===== config.mk =====
export PLATFORM = sky130hd
export DESIGN_NAME = txscan_top
export DESIGN_NICKNAME = d
export VERILOG_FILES = /design/src/rtl/txscan_pkg.sv /design/src/rtl/txscan_regs.sv /design/src/rtl/txscan_arb.sv /design/src/rtl/txscan_ser.sv /design/src/rtl/txscan_top.sv
export SDC_FILE = /design/constraint.sdc
export NUM_CORES = 1
export LEC_CHECK = 0
export ABC_AREA = 1
export BUFFER_PORTS_ARGS = -buffer_cell sky130_fd_sc_hd__buf_2
export CORE_MARGIN = 3
export CORE_UTILIZATION = 35
export CTS_BUF_LIST = sky130_fd_sc_hd__clkbuf_16
export CTS_CLUSTER_SIZE = 10
export DETAILED_ROUTE_END_ITERATION = 16
export PLACE_DENSITY_LB_ADDON = 0.12
export RECOVER_POWER = 100
export REMOVE_ABC_BUFFERS = 1
export SLEW_MARGIN = 20
export SYNTH_ARGS = -nofsm -noshare
export SYNTH_HDL_FRONTEND = slang
export SYNTH_SLANG_ARGS = --single-unit
export TNS_END_PERCENT = 20

===== constraint.sdc =====
create_clock -name clk -period 2.9 [get_ports clk]
set_clock_uncertainty 0.05 [all_clocks]
set_input_delay 0.145 -clock clk [delete_from_list [all_inputs] [get_ports clk]]
set_output_delay 0.145 -clock clk [all_outputs]
set_load 0.005 [all_outputs]

===== src/rtl/txscan_pkg.sv =====
package txscan_pkg;
    localparam int MEM_W    = 16;
    localparam int TIE_BIT  = 12;
    localparam int TINT_BIT = 15;
    localparam logic [7:0] CNT_TBL_OFS = 8'h20;

    typedef enum logic [2:0] {
        ST_SCAN  = 3'd0,
        ST_FADDR = 3'd1,
        ST_FCNT  = 3'd2,
        ST_FCHAR = 3'd3,
        ST_WADDR = 3'd4,
        ST_WCNT  = 3'd5
    } scan_st_t;

    typedef enum logic [1:0] {
        SEL_CTRL = 2'd0,
        SEL_ACT  = 2'd1,
        SEL_BRK  = 2'd2,
        SEL_BASE = 2'd3
    } reg_sel_t;
endpackage


===== src/rtl/txscan_regs.sv =====
module txscan_regs
    import txscan_pkg::*;
#(
    parameter int NLINES = 16,
    localparam int LW = (NLINES > 1) ? $clog2(NLINES) : 1
) (
    input  logic              clk,
    input  logic              rst_n,
    input  logic              sw_wr,
    input  logic [1:0]        sw_sel,
    input  logic [MEM_W-1:0]  sw_wdata,
    input  logic              done_pulse,
    input  logic [LW-1:0]     done_line,
    output logic [NLINES-1:0] act_q,
    output logic [NLINES-1:0] brk_q,
    output logic              tie_q,
    output logic              tint_q,
    output logic [7:0]        base_q
);
    always_ff @(posedge clk or negedge rst_n) begin
        if (!rst_n) begin
            act_q  <= '0;
            brk_q  <= '0;
            tie_q  <= 1'b0;
            tint_q <= 1'b0;
            base_q <= '0;
        end else begin
            if (sw_wr) begin
                unique case (reg_sel_t'(sw_sel))
                    SEL_CTRL: begin
                        tie_q  <= sw_wdata[TIE_BIT];
                        tint_q <= tint_q & sw_wdata[TINT_BIT];
                    end
                    SEL_ACT:  act_q  <= sw_wdata[NLINES-1:0];
                    SEL_BRK:  brk_q  <= sw_wdata[NLINES-1:0];
                    SEL_BASE: base_q <= sw_wdata[7:0];
                endcase
            end
            if (done_pulse) begin
                act_q[done_line] <= 1'b0;
                tint_q           <= 1'b1;
            end
        end
    end


    tint_done_chk: assert property (@(posedge clk) disable iff (!rst_n)
        done_pulse |=> (tint_q && !act_q[$past(done_line)]));


    tint_clr_chk: assert property (@(posedge clk) disable iff (!rst_n)
        (sw_wr && sw_sel == SEL_CTRL && !sw_wdata[TINT_BIT] && !done_pulse) |=> !tint_q);
endmodule


===== src/rtl/txscan_arb.sv =====
module txscan_arb #(
    parameter int NLINES = 16,
    localparam int LW = (NLINES > 1) ? $clog2(NLINES) : 1
) (
    input  logic [LW-1:0]     rr_ptr,
    input  logic [NLINES-1:0] cand,
    output logic              pick_vld,
    output logic [LW-1:0]     pick_idx
);
    always_comb begin
        logic [LW:0] s;
        pick_vld = 1'b0;
        pick_idx = '0;
        for (int k = 0; k < NLINES; k++) begin
            s = {1'b0, rr_ptr} + (LW+1)'(k);
            if (s >= (LW+1)'(NLINES)) s = s - (LW+1)'(NLINES);
            if (!pick_vld && cand[s[LW-1:0]]) begin
                pick_vld = 1'b1;
                pick_idx = s[LW-1:0];
            end
        end
    end
endmodule


===== src/rtl/txscan_ser.sv =====
module txscan_ser #(
    parameter int DW = 8,
    localparam int FW = DW + 3,
    localparam int CW = $clog2(FW + 1)
) (
    input  logic          clk,
    input  logic          rst_n,
    input  logic          tick,
    input  logic          load,
    input  logic [DW-1:0] ch,
    input  logic [3:0]    nbits,
    input  logic          two_stop,
    output logic          line,
    output logic          busy
);
    logic [FW-1:0] sh;
    logic [FW-1:0] frame;
    logic [CW-1:0] left;

    always_comb begin
        frame    = '1;
        frame[0] = 1'b0;
        for (int i = 0; i < DW; i++) begin
            if (i < int'(nbits)) frame[i+1] = ch[i];
        end
    end

    always_ff @(posedge clk or negedge rst_n) begin
        if (!rst_n) begin
            sh   <= '1;
            left <= '0;
        end else if (load) begin
            sh   <= frame;
            left <= CW'(nbits) + CW'(two_stop ? 3 : 2);
        end else if (tick && left != '0) begin
            sh   <= {1'b1, sh[FW-1:1]};
            left <= left - 1'b1;
        end
    end

    assign busy = (left != '0);
    assign line = busy ? sh[0] : 1'b1;


    start_bit_chk: assert property (@(posedge clk) disable iff (!rst_n)
        load |=> (!line && busy));
endmodule


===== src/rtl/txscan_top.sv =====
module txscan_top
    import txscan_pkg::*;
#(
    parameter int NLINES = 16,
    parameter int CHAR_W = 8,
    localparam int LW = (NLINES > 1) ? $clog2(NLINES) : 1
) (
    input  logic              clk,
    input  logic              rst_n,
    input  logic              sw_wr,
    input  logic [1:0]        sw_sel,
    input  logic [15:0]       sw_wdata,
    input  logic [1:0]        char_len,
    input  logic              two_stop,
    input  logic [NLINES-1:0] bit_tick,
    output logic              mem_req,
    output logic              mem_we,
    output logic [15:0]       mem_addr,
    output logic [15:0]       mem_wdata,
    input  logic              mem_ack,
    input  logic [15:0]       mem_rdata,
    output logic [NLINES-1:0] txd,
    output logic [NLINES-1:0] act_q,
    output logic [NLINES-1:0] brk_q,
    output logic [15:0]       ctrl_q,
    output logic              tint_irq
);
    scan_st_t st, st_n;

    logic [LW-1:0]     cur, rr, cur_nx, pick_idx;
    logic              pick_vld;
    logic [MEM_W-1:0]  ptr, cnt, cnt_inc;
    logic [MEM_W-1:0]  tbl_base, addr_ent, cnt_ent;
    logic [NLINES-1:0] ser_load, ser_busy, ser_line;
    logic [CHAR_W-1:0] ch_sel;
    logic [3:0]        nbits;
    logic              done_pulse;
    logic              tie_q, tint_q;
    logic [7:0]        base_q;

    txscan_regs #(.NLINES(NLINES)) u_regs (
        .clk(clk), .rst_n(rst_n), .sw_wr(sw_wr), .sw_sel(sw_sel),
        .sw_wdata(sw_wdata), .done_pulse(done_pulse), .done_line(cur),
        .act_q(act_q), .brk_q(brk_q), .tie_q(tie_q), .tint_q(tint_q),
        .base_q(base_q)
    );

    txscan_arb #(.NLINES(NLINES)) u_arb (
        .rr_ptr(rr), .cand(act_q & ~ser_busy),
        .pick_vld(pick_vld), .pick_idx(pick_idx)
    );

    assign nbits  = 4'(5 + int'(char_len));
    assign ch_sel = ptr[0] ? CHAR_W'(mem_rdata[15:8]) : CHAR_W'(mem_rdata[7:0]);

    genvar g;
    generate
        for (g = 0; g < NLINES; g++) begin : g_line
            txscan_ser #(.DW(CHAR_W)) u_ser (
                .clk(clk), .rst_n(rst_n), .tick(bit_tick[g]),
                .load(ser_load[g]), .ch(ch_sel), .nbits(nbits),
                .two_stop(two_stop), .line(ser_line[g]), .busy(ser_busy[g])
            );
            assign txd[g] = brk_q[g] ? 1'b0 : ser_line[g];
        end
    endgenerate

    assign tbl_base = {base_q, 8'h00};
    assign addr_ent = tbl_base + {{(MEM_W-1-LW){1'b0}}, cur, 1'b0};
    assign cnt_ent  = addr_ent + {8'h00, CNT_TBL_OFS};
    assign cnt_inc  = cnt + 1'b1;
    assign cur_nx   = (cur == LW'(NLINES-1)) ? '0 : cur + 1'b1;

    always_ff @(posedge clk or negedge rst_n) begin
        if (!rst_n) st <= ST_SCAN;
        else        st <= st_n;
    end

    always_ff @(posedge clk or negedge rst_n) begin
        if (!rst_n) begin
            cur <= '0;
            rr  <= '0;
            ptr <= '0;
            cnt <= '0;
        end else begin
            if (st == ST_SCAN && pick_vld) cur <= pick_idx;
            if (st == ST_FADDR && mem_ack) ptr <= mem_rdata;
            if (st == ST_FCNT && mem_ack)  cnt <= mem_rdata;
            if (st_n == ST_SCAN && st != ST_SCAN) rr <= cur_nx;
        end
    end

    always_comb begin
        st_n       = st;
        mem_req    = 1'b0;
        mem_we     = 1'b0;
        mem_addr   = '0;
        mem_wdata  = '0;
        ser_load   = '0;
        done_pulse = 1'b0;
        unique case (st)
            ST_SCAN: begin
                if (pick_vld) st_n = ST_FADDR;
            end
            ST_FADDR: begin
                mem_req  = 1'b1;
                mem_addr = addr_ent;
                if (mem_ack) st_n = ST_FCNT;
            end
            ST_FCNT: begin
                mem_req  = 1'b1;
                mem_addr = cnt_ent;
                if (mem_ack) begin
                    if (mem_rdata == '0) begin
                        done_pulse = 1'b1;
                        st_n       = ST_SCAN;
                    end else begin
                        st_n = ST_FCHAR;
                    end
                end
            end
            ST_FCHAR: begin
                mem_req  = 1'b1;
                mem_addr = {ptr[15:1], 1'b0};
                if (mem_ack) begin
                    ser_load[cur] = 1'b1;
                    st_n          = ST_WADDR;
                end
            end
            ST_WADDR: begin
                mem_req   = 1'b1;
                mem_we    = 1'b1;
                mem_addr  = addr_ent;
                mem_wdata = ptr + 1'b1;
                if (mem_ack) st_n = ST_WCNT;
            end
            ST_WCNT: begin
                mem_req   = 1'b1;
                mem_we    = 1'b1;
                mem_addr  = cnt_ent;
                mem_wdata = cnt_inc;
                if (mem_ack) begin
                    if (cnt_inc == '0) done_pulse = 1'b1;
                    st_n = ST_SCAN;
                end
            end
            default: st_n = ST_SCAN;
        endcase
    end

    assign ctrl_q   = {tint_q, 2'b00, tie_q, 12'h000};
    assign tint_irq = tint_q & tie_q;


    mem_hold_chk: assert property (@(posedge clk) disable iff (!rst_n)
        (mem_req && !mem_ack) |=> (mem_req && $stable(mem_addr) && $stable(mem_we) && $stable(mem_wdata)));


    load_idle_chk: assert property (@(posedge clk) disable iff (!rst_n)
        (|ser_load) |-> ($onehot0(ser_load) && !(|(ser_load & ser_busy))));
endmodule


==> results.sh <==
export IMPL_fin_crit_sh_pct=103
export IMPL_avgSynthCellArea_um2=7.77
export IMPL_required_ns=2.71
export IMPL_pre_cts_slack_ns=-0.125
export IMPL_total_track_usage_pct=23.4
export IMPL_endpoint_kind_of_the_worst_setup_timing_path="output pin"
export IMPL_number_of_flops_mapped_to_enable_cells_by_yosys=0
export IMPL_rsz_0062_raised_after_global_routing="true"
export IMPL_number_of_global_route_vias_before_repair=16300
export IMPL_numPlacedInstances=3135
export IMPL_cts_max_path_buffers=3
export IMPL_synthCells=2236
export IMPL_clkSinkCount=293
export IMPL_run_status="finished, violations left"
export IMPL_total_power_mw=26.2
export IMPL_crit_path_max_fanout=3
export IMPL_most_common_layout_cells="365 x sky130_fd_sc_hd__nand2_1, 346 x sky130_fd_sc_hd__inv_1, 221 x sky130_fd_sc_hd__nor2_1"
export IMPL_vias=16800
export IMPL_timing_setup_tns_ns=-0.391
export IMPL_syn2layout_area_growth_pct=28.3
export IMPL_max_slew_margin_pct=-37.8
export IMPL_path_class="reg2out"
export IMPL_timing_critical_path_from_type="flip-flop"
export IMPL_clock_latency_ns=0.56
export IMPL_synth_yosys_seq_area_share_pct=43.3
export IMPL_synthesis_yosys_warnings=0
export IMPL_achievable_frequency_mhz=335
export IMPL_detail_route_first_pass_iterations=5
export IMPL_std_cell_rows=80
export IMPL_drt_total_wl_mm=62.4
export IMPL_routabilityCongestion=0.946
export IMPL_starting_utilization_of_the_core_area_pct=35.9
export IMPL_power_density_nw_per_um2=1170
export IMPL_hold_violations=0
export IMPL_ys_flop_type="sky130_fd_sc_hd__dfrtp_1"
export IMPL_grt_pass1_wl_mm=95.3
export IMPL_max_cap_violations=1
export IMPL_timing_final_max_slew_violations=72
export IMPL_drc_errors=0
export IMPL_htreeDepth=2
export IMPL_violations="capacitance limit, slew limit, setup timing"
export IMPL_chipHeight_um=229
export IMPL_final_critical_path_setup_slack_ns=-0.0857
export IMPL_largest_net_degree_at_the_start_of_global_routing=72
export IMPL_routed_via_density=5.13
export IMPL_design_final_nets=2696
export IMPL_ir_worst_vdd_v=0.000486
export IMPL_area_of_the_core_region_um2=48300
export IMPL_cts_inserted_buffers=38
export IMPL_clk_transition_reported_paths_ns=0.06
export IMPL_utilization_pct=46.1
export IMPL_tightest_slew_ns=2.07
export IMPL_ant_nets=0
export IMPL_yosysTopAreaCellShare_pct=21.8
export IMPL_post_synth_instance_area_um2=17400
export IMPL_port_buffer_count=140
export IMPL_num_fill_cells=4921
export IMPL_gr_total_overflow=0
export IMPL_synth_seq_cells=293
export IMPL_post_synth_num_cell_types=55
export IMPL_avgRoutedWirePerCell_um=19.0
export IMPL_leakage_power_of_the_design_nw=10.6
export IMPL_synthArstFlopShare_pct=100
export IMPL_drtIter0Drc=1268
export IMPL_worstHoldPathCells=3
export IMPL_tritoncts="yes"
export IMPL_number_of_antenna_repair_diodes=0
export IMPL_number_of_antenna_violations_at_the_first_check_in_global_routing=3
export IMPL_synth_area_top_cells="sky130_fd_sc_hd__dfstp_2 22%, sky130_fd_sc_hd__dfrtp_1 21%, sky130_fd_sc_hd__nand2_1 8.2%"
export IMPL_synth_area_leader_cell="sky130_fd_sc_hd__dfstp_2"
export IMPL_worst_endpoint_arrival_ns=2.79
export IMPL_mostFrequentLayoutCell="sky130_fd_sc_hd__nand2_1"
export IMPL_die_area_um2=52300
export IMPL_min_delay_path_class="in2reg"
export IMPL_post_layout_nonfiller_instances=3274
export IMPL_clock_tree_root_cell="sky130_fd_sc_hd__clkbuf_16"
export IMPL_drive_above_1_share_pct=24.9
export IMPL_post_dp_hpwl_mm=44.4
export IMPL_num_io_pins=156
export IMPL_die_width_um=229
export IMPL_period_minus_slack_ns=2.99
export IMPL_setup_violations_final=9
export IMPL_reg2regPathDepth=22
## sequential cells by signal (all words and copies together) (netlist names), 3 cells and up
register	flops
st	3
cur	4
cnt	16
g_line.u_ser.sh	144
ptr	16
u_regs.base_q	8
g_line.u_ser.left	64
rr	4
u_regs.act_q	16
u_regs.brk_q	16
## cells by family (layout without fill, tap and decap cells)
family          count (synthesis)  count (layout)  share of synthesized area [%]
simple gates                  962             962                           24.5
buf+inv                       469             837                           10.7
compound gates                414             414                           15.4
flops                         293             293                           43.3
fa+ha+maj                      51              51                           3.67
xor+xnor                       45              45                           2.31
other cells                     1              15                         0.0216
mux                             1               1                         0.0648
## per-layer routing
| layer | routed length [µm] | track usage [%] |
|---|---|---|
| met5 | 0 | 0 |
| met4 | 1830 | 7.30 |
| met3 | 3090 | 3.51 |
| met2 | 29500 | 38.5 |
| met1 | 28000 | 31.7 |
## worst max-delay path, cell delays in order, from the launching register on
cell and delay [ns]:
sky130_fd_sc_hd__dfrtp_1 0.40, sky130_fd_sc_hd__inv_2 0.07, sky130_fd_sc_hd__nor2_4 0.10, sky130_fd_sc_hd__inv_2 0.06, sky130_fd_sc_hd__nor4_4 0.25, sky130_fd_sc_hd__nand2_1 0.10, sky130_fd_sc_hd__nor2_2 0.15, sky130_fd_sc_hd__inv_2 0.06
sky130_fd_sc_hd__nor3_4 0.18, sky130_fd_sc_hd__nand2_2 0.11, sky130_fd_sc_hd__nor2_4 0.11, sky130_fd_sc_hd__nand3_2 0.09, sky130_fd_sc_hd__nor2_2 0.11, sky130_fd_sc_hd__nor2_2 0.05, sky130_fd_sc_hd__o32ai_2 0.25, sky130_fd_sc_hd__buf_2 0.17
## through the flow
step                      hold WS (ns)  area [µm²]
after floorplan                 -0.201       17000
after global routing            0.0828       22300
final                           0.0530       22300
after global placement           0.151       20000
after CTS                       0.0406       21800
after detailed placement         0.149       20000
## cells in the mapped netlist (2+ instances only)
| cell type | number |
|---|---|
| sky130_fd_sc_hd__a21oi_1 | 64 |
| sky130_fd_sc_hd__a221oi_1 | 44 |
| sky130_fd_sc_hd__a22oi_1 | 7 |
| sky130_fd_sc_hd__buf_1 | 5 |
| sky130_fd_sc_hd__buf_2 | 7 |
| sky130_fd_sc_hd__buf_4 | 18 |
| sky130_fd_sc_hd__buf_6 | 3 |
| sky130_fd_sc_hd__clkbuf_1 | 65 |
| sky130_fd_sc_hd__clkinv_1 | 18 |
| sky130_fd_sc_hd__dfrtp_1 | 149 |
| sky130_fd_sc_hd__dfstp_2 | 144 |
| sky130_fd_sc_hd__ha_1 | 51 |
| sky130_fd_sc_hd__inv_1 | 343 |
| sky130_fd_sc_hd__inv_2 | 8 |
| sky130_fd_sc_hd__nand2_1 | 381 |
| sky130_fd_sc_hd__nand2_2 | 3 |
| sky130_fd_sc_hd__nand2_4 | 2 |
| sky130_fd_sc_hd__nand3_1 | 215 |
| sky130_fd_sc_hd__nand3_2 | 4 |
| sky130_fd_sc_hd__nand3b_1 | 2 |
| sky130_fd_sc_hd__nand4_1 | 63 |
| sky130_fd_sc_hd__nand4_4 | 2 |
| sky130_fd_sc_hd__nor2_1 | 240 |
| sky130_fd_sc_hd__nor2_2 | 2 |
| sky130_fd_sc_hd__nor3_1 | 33 |
| sky130_fd_sc_hd__nor4_1 | 3 |
| sky130_fd_sc_hd__o211ai_1 | 63 |
| sky130_fd_sc_hd__o21ai_0 | 147 |
| sky130_fd_sc_hd__o21ai_1 | 7 |
| sky130_fd_sc_hd__o21ai_4 | 2 |
| sky130_fd_sc_hd__o221ai_1 | 40 |
| sky130_fd_sc_hd__o22ai_1 | 21 |
| sky130_fd_sc_hd__o311ai_0 | 11 |
| sky130_fd_sc_hd__o32ai_1 | 5 |
| sky130_fd_sc_hd__or2_1 | 2 |
| sky130_fd_sc_hd__xnor2_1 | 22 |
| sky130_fd_sc_hd__xor2_1 | 22 |
## layout make-up
cell class	count	area [µm²]	share of cell area, %
clock buffer	38	951	4.27
multi-input combinational	1488	8690	39.0
clock inverter	32	146	0.657
sequential	293	7510	33.7
tap	656	821	3.68
inverter	371	1410	6.31
timing repair buffer	396	2750	12.3
## report_power, final
group          leakage [nW]  switching (mW)  total [mW]  internal [mW]
sequential             3.35            1.09        7.37           6.29
clock                 0.593            1.86        4.23           2.38
combinational          6.65            8.70        14.6           5.87
## final timing paths
path,from,endpoint,slack (ns)
worst max register to register,g_line[15].u_ser.left[0],cur[1],-0.06
worst max-delay path,ptr[1],mem_wdata[15],-0.09
max in group asynchronous,rst_n,g_line[11].u_ser.left[1],0.24
worst min register to register,u_regs.base_q[3],u_regs.base_q[3],0.43
min in group asynchronous,rst_n,cnt[7],0.68
worst min-delay path,sw_wdata[3],u_regs.base_q[3],0.05
## what timing repair did
| item | 4_1_cts | 5_1_grt |
|---|---|---|
| hold buffers | 46 | 0 |
| gates resized for setup | 29 | 163 |
| buffers inserted | 13 | 16 |
| pin swaps | 7 | 48 |
| setup endpoints to repair | 15 | 32 |
| hold endpoints to repair | 146 | 0 |
Power figures use the tool's default switching activity.
